File: src/rtl/sdram_row_sequencer.sv
module sdram_row_sequencer #(
  parameter int NBANK      = 4,
  parameter int ROW_W      = 13,
  parameter int COL_W      = 10,
  parameter int DW         = 16,
  parameter int CL         = 3,
  parameter int BL         = 4,
  parameter int BURST_IL   = 0,
  parameter int T_RCD      = 3,
  parameter int T_RP       = 3,
  parameter int T_RFC      = 8,
  parameter int T_MRD      = 2,
  parameter int REF_PERIOD = 780,
  parameter int RD_PIPE    = 2,
  localparam int BA_W      = $clog2(NBANK)
) (
  input  logic             clk,
  input  logic             rst_n,
  input  logic             req_valid,
  output logic             req_ready,
  input  logic             req_write,
  input  logic [BA_W-1:0]  req_bank,
  input  logic [ROW_W-1:0] req_row,
  input  logic [COL_W-1:0] req_col,
  input  logic [DW-1:0]    req_wdata,
  output logic             mem_ras_n,
  output logic             mem_cas_n,
  output logic             mem_we_n,
  output logic [BA_W-1:0]  mem_ba,
  output logic [ROW_W-1:0] mem_addr,
  output logic [DW-1:0]    mem_wdata,
  output logic             rd_valid
);
  localparam int T_CCD = BL / 2;
  localparam int LAT   = CL + RD_PIPE;
  localparam int GW    = $clog2(T_RFC + T_RP + T_RCD + T_MRD + BL + 1);
  localparam int REF_W = $clog2(REF_PERIOD + 1);
  localparam logic [2:0] BL_CODE = (BL == 2) ? 3'd1 : (BL == 4) ? 3'd2 : 3'd3;
  localparam logic [ROW_W-1:0] MODE_WORD =
    ROW_W'({3'(CL), 1'(BURST_IL), BL_CODE});

  localparam logic [2:0] C_NOP = 3'b111, C_ACT = 3'b011, C_RD  = 3'b101,
                         C_WR  = 3'b100, C_PCH = 3'b010, C_ARF = 3'b001,
                         C_LMR = 3'b000;

  logic             init_q, ref_pend;
  logic [GW-1:0]    gap_q;
  logic [REF_W-1:0] ref_cnt;
  logic [NBANK-1:0] open_q;
  logic [ROW_W-1:0] row_q [NBANK];
  logic [2:0]       cmd_q;
  logic [BA_W-1:0]  ba_q;
  logic [ROW_W-1:0] addr_q;
  logic [DW-1:0]    wdata_q;
  logic [LAT:0]     rd_sh;
  logic             idle, hit;

  assign idle      = init_q && (gap_q == '0);
  assign hit       = open_q[req_bank] && (row_q[req_bank] == req_row);
  assign req_ready = idle && !ref_pend && req_valid && hit;

  assign {mem_ras_n, mem_cas_n, mem_we_n} = cmd_q;
  assign mem_ba    = ba_q;
  assign mem_addr  = addr_q;
  assign mem_wdata = wdata_q;
  assign rd_valid  = rd_sh[LAT];

  always_ff @(posedge clk) begin
    if (!rst_n) begin
      init_q   <= 1'b0;
      ref_pend <= 1'b0;
      gap_q    <= '0;
      ref_cnt  <= '0;
      open_q   <= '0;
      cmd_q    <= C_NOP;
      ba_q     <= '0;
      addr_q   <= '0;
      wdata_q  <= '0;
      rd_sh    <= '0;
      for (int i = 0; i < NBANK; i++) row_q[i] <= '0;
    end else begin
      cmd_q <= C_NOP;
      rd_sh <= {rd_sh[LAT-1:0], 1'b0};
      if (gap_q != '0) begin
        gap_q <= gap_q - 1'b1;
      end else if (!init_q) begin
        cmd_q  <= C_LMR;
        ba_q   <= '0;
        addr_q <= MODE_WORD;
        init_q <= 1'b1;
        gap_q  <= GW'(T_MRD - 1);
      end else if (ref_pend) begin
        if (|open_q) begin
          cmd_q      <= C_PCH;
          addr_q     <= '0;
          addr_q[10] <= 1'b1;
          open_q     <= '0;
          gap_q      <= GW'(T_RP - 1);
        end else begin
          cmd_q    <= C_ARF;
          ref_pend <= 1'b0;
          gap_q    <= GW'(T_RFC - 1);
        end
      end else if (req_valid) begin
        ba_q <= req_bank;
        if (hit) begin
          cmd_q    <= req_write ? C_WR : C_RD;
          addr_q   <= ROW_W'(req_col);
          wdata_q  <= req_wdata;
          rd_sh[0] <= !req_write;
          gap_q    <= GW'(T_CCD - 1);
        end else if (open_q[req_bank]) begin
          cmd_q            <= C_PCH;
          addr_q           <= '0;
          open_q[req_bank] <= 1'b0;
          gap_q            <= GW'(T_RP - 1);
        end else begin
          cmd_q            <= C_ACT;
          addr_q           <= req_row;
          open_q[req_bank] <= 1'b1;
          row_q[req_bank]  <= req_row;
          gap_q            <= GW'(T_RCD - 1);
        end
      end
      if (ref_cnt == REF_W'(REF_PERIOD - 1)) begin
        ref_cnt  <= '0;
        ref_pend <= 1'b1;
      end else begin
        ref_cnt <= ref_cnt + 1'b1;
      end
    end
  end

  AST_COL_ON_OPEN: assert property (@(posedge clk) disable iff (!rst_n)
    (cmd_q == C_RD || cmd_q == C_WR) |-> open_q[ba_q]);
  AST_ACT_SPACING: assert property (@(posedge clk) disable iff (!rst_n)
    (T_RCD > 1 && cmd_q == C_ACT) |=> cmd_q == C_NOP);
  AST_PCH_SPACING: assert property (@(posedge clk) disable iff (!rst_n)
    (T_RP > 1 && cmd_q == C_PCH) |=> cmd_q == C_NOP);
  AST_ARF_ALL_CLOSED: assert property (@(posedge clk) disable iff (!rst_n)
    (cmd_q == C_ARF) |-> open_q == '0);
  AST_READY_NOT_IN_REF: assert property (@(posedge clk) disable iff (!rst_n)
    req_ready |-> (!ref_pend && req_valid && init_q));
  AST_LMR_SINGLE: assert property (@(posedge clk) disable iff (!rst_n)
    (cmd_q == C_LMR) |=> cmd_q != C_LMR);
endmodule

File: config.mk
export PLATFORM = sky130hd
export DESIGN_NAME = sdram_row_sequencer
export DESIGN_NICKNAME = d
export VERILOG_FILES = /design/src/rtl/sdram_row_sequencer.sv
export SDC_FILE = /design/constraint.sdc
export NUM_CORES = 1
export LEC_CHECK = 0
export ABC_AREA = 1
export BUFFER_PORTS_ARGS = -buffer_cell sky130_fd_sc_hd__buf_2
export CORE_MARGIN = 2
export CORE_UTILIZATION = 45
export DETAILED_ROUTE_END_ITERATION = 12
export GPL_ROUTABILITY_DRIVEN = 0
export PLACE_DENSITY = 0.71
export SLEW_MARGIN = 20
export SYNTH_ARGS = -nofsm -noshare
export SYNTH_HDL_FRONTEND = slang
export SYNTH_SLANG_ARGS = --single-unit
export TNS_END_PERCENT = 100
File: constraint.sdc
create_clock -name clk -period 2.5 [get_ports clk]
set_input_delay 0.5 -clock clk [delete_from_list [all_inputs] [get_ports clk]]
set_output_delay 0.5 -clock clk [all_outputs]
set_load 0.02 [all_outputs]
==> reports/metrics.yaml <==
die:
  io-pin-count: 81
  rows: 39
  die-area_sq_um: 12700
  die_h_um: 113
  start_util: 0.464
  die_x_um: 113
  core_area_sq_um: 11500
clock_network:
  cts.sinks: 113
  root_buffer: "clkbuf_16"
  cts_buffer_depth: 2
  path_clk_slew_ns: 0.05
  insertion_delay_ns: 0.41
  cts-hold-fix-buffers: 0
  tritoncts: "done"
  numCtsBuffers: 17
  cts_setup_buffers: 0
  htree_num_levels: 4
critical_path:
  critPathMaxStageDelay_ns: 0.37
  endpoint_kind: "output port"
  path_delay_family: "simple AND/OR/NAND/NOR gates"
  crit_top_cell: "nand2_1"
  cp.required_ns: 2.00
  cp-startpoint: "row_q[3][1]"
  worst-path-buf-inv: 2
  setup.worst_path.start_class: "register"
  crit_fanout: 2
  crit_path_end: "req_ready"
  r2r_end: "row_q[1][1]"
  worst-setup-path-type: "reg2out"
  r2r_setup_slack_ns: 0.24
  r2r_start: "gap_q[0]"
  cp_slowest_cell: "edfxtp_1"
  crit_cells: 14
  cp.arrival_ns: 2.02
  r2r_cells: 13
  cp_cell_sequence: "nand2_1, nand2_1, nand2_1, nand2_1, nand2_1, nand2_1, nor2_1, nand2_1, nor2_2, nand3_2, inv_2, nand2_4, nor2_4, buf_6"
grt:
  grtUsageTotal: 0.235
  grt_remaining_overflow: 0
  grt_max_degree: 37
  grt_pass1_wl_um: 23500
  antenna_found_initial: 0
  first_global_vias: 4870
routing:
  drcViolationCount: 0
  first_pass_iters: 5
  num_vias: 4947
  drt-vias-per-instance: 5.29
  wl_um: 14400
  wire_per_inst_um: 15.4
  drt-initial-drc-count: 349
  antenna_left: 0
finish:
  stdcell_count: 936
  syn_to_final_growth_pct: 29.3
  num_antenna_cells: 0
  final_common_cell: "nand2_1"
  fin_nets: 829
  final_cell_mix: "nand2_1 (228), buf_2 (78), nor2_1 (74), dfxtp_1 (59)"
  drive_gt1_frac: 0.235
sta:
  hold_violations: 0
  finClkSkew_ns: 0.00918
  report.final.slew_viol_count: 0
  relSlewSlack: 0.622
  max_clock_freq_mhz: 397
  final.period_utilization: 1.01
  rsz0062_at_grt: "yes"
  tightest_slew_ns: 0.561
  holdWs_ns: 0.353
  setup_violations: 1
  setup_ws_ns: -0.0158
  min_period_ns: 2.52
worst_hold_path:
  hp-class: "in2reg"
logic_synthesis:
  yosysUniqueCellTypes: 39
  yosys-top-cells-area: "edfxtp_1 (29%), dfxtp_1 (23%), nand2_1 (16%)"
  yosysWarnings: 0
  synth_top_area_frac: 0.293
  syn_area_sq_um: 5320
  synth_seq_cells: 113
  syn_nets: 714
  ys_seq_area_frac: 0.523
  synth_largest_area_cell: "edfxtp_1"
  avgSynthCellArea_sq_um: 7.99
  synth_cells: 666
power_and_ir_drop:
  power_density_nw_per_um2: 837
  ir_worst_vdd_mv: 0.686
  p_leak_nw: 3.15
status:
  failed_checks: "negative setup slack"
  status: "complete, but fails checks"
flow_run:
  maxCapViolations: 0
placed_design:
  hpwl_um: 10200
  io_buffers: 80
  dp.cells: 904
==> worst min-delay path by stage <==
stage / cells past startpoint / to / slack (ns) / start
global placement: 2 / rd_sh[2] / 0.40 / rd_sh[1]
CTS: 3 / mem_addr[4] / 0.34 / req_col[4]
global route: 3 / mem_wdata[9] / 0.35 / req_wdata[9]
floorplan: 2 / rd_sh[1] / 0.39 / rd_sh[0]
detailed placement: 2 / rd_sh[4] / 0.40 / rd_sh[3]
finish: 3 / mem_addr[4] / 0.35 / req_col[4]
==> synth_stat cells (all sizes together) <==
cell type / n
o211ai: 3
buf: 17
xor2: 2
a21oi: 37
a31oi: 11
o21ai: 14
dfxtp: 61
a32oi: 1
nor4: 1
nand4: 25
ha: 3
xnor2: 1
nor3: 17
nor3b: 2
nand2: 232
nand3b: 1
inv: 59
clkbuf: 7
edfxtp: 52
or2: 3
nand3: 31
a31o: 1
o21a: 2
nor2: 83
==> registers in the layout, indices dropped and copies added (netlist names), 3 cells and up <==
| signal | count |
|---|---|
| rd_sh | 6 |
| open_q | 4 |
| mem_addr | 13 |
| mem_wdata | 16 |
| gap_q | 5 |
| ref_cnt | 10 |
| cmd_q | 3 |
| row_q | 52 |
==> what timing repair did <==
action                                  in CTS  in global routing
endpoints found under the setup margin       1                  1
gates cloned                                 0                  1
gates resized for setup                     15                  7
pin swaps                                    2                  5
==> cell type report <==
class	instances	area, sq um
Multi-Input combinational cell	470	2200
Tap cell	143	179
Sequential cell	113	2790
Fill cell	993	4580
Timing Repair Buffer	120	843
Clock buffer	25	592
Clock inverter	6	56.3
Inverter	59	229
==> cell families after synthesis <==
family                   Yosys count  synth area share
AND/OR/NAND/NOR                  395             0.324
adder cells (fa/ha/maj)            3           0.00705
AO/OA/AOI/OAI                     69            0.0712
buffers and inverters             83            0.0698
flip-flops                       113             0.523
XOR/XNOR                           3           0.00494
==> metrics by stage <==
| stage | instance area (sq um) | TNS, ns | setup slack [ns] | util | total power, W |
|---|---|---|---|---|---|
| floorplan | 5330 | 0 | 0.0159 | - | 0.00287 |
| global placement | 6140 | -0.129 | -0.129 | 0.536 | 0.00319 |
| detailed placement | 6140 | -0.172 | -0.172 | 0.536 | 0.00322 |
| CTS | 6840 | 0 | 0.00369 | 0.596 | 0.00579 |
| global route | 6880 | -0.171 | -0.171 | 0.600 | 0.00603 |
| finish | 6880 | -0.0158 | -0.0158 | 0.600 | 0.00576 |
==> layer usage <==
layer | global-route usage | share of wire
met5 | 0 | 0
met4 | 0.0870 | 0.016
met3 | 0.0632 | 0.064
met2 | 0.384 | 0.49
met1 | 0.302 | 0.43
==> worst register-to-register path: cells and delay by family (launching register included) <==
family	cells	cell delay (ns)
fa+ha+maj	1	0.17
buf+inv	5	0.51
flops	1	0.33
simple gates	7	0.97
==> where the power goes <==
group	internal (W)	switching, W
Combinational	0.000355	0.000701
Clock	0.00173	0.000809
Sequential	0.00209	0.0000743
Total	0.00418	0.00158
Power figures use the tool's default switching activity.
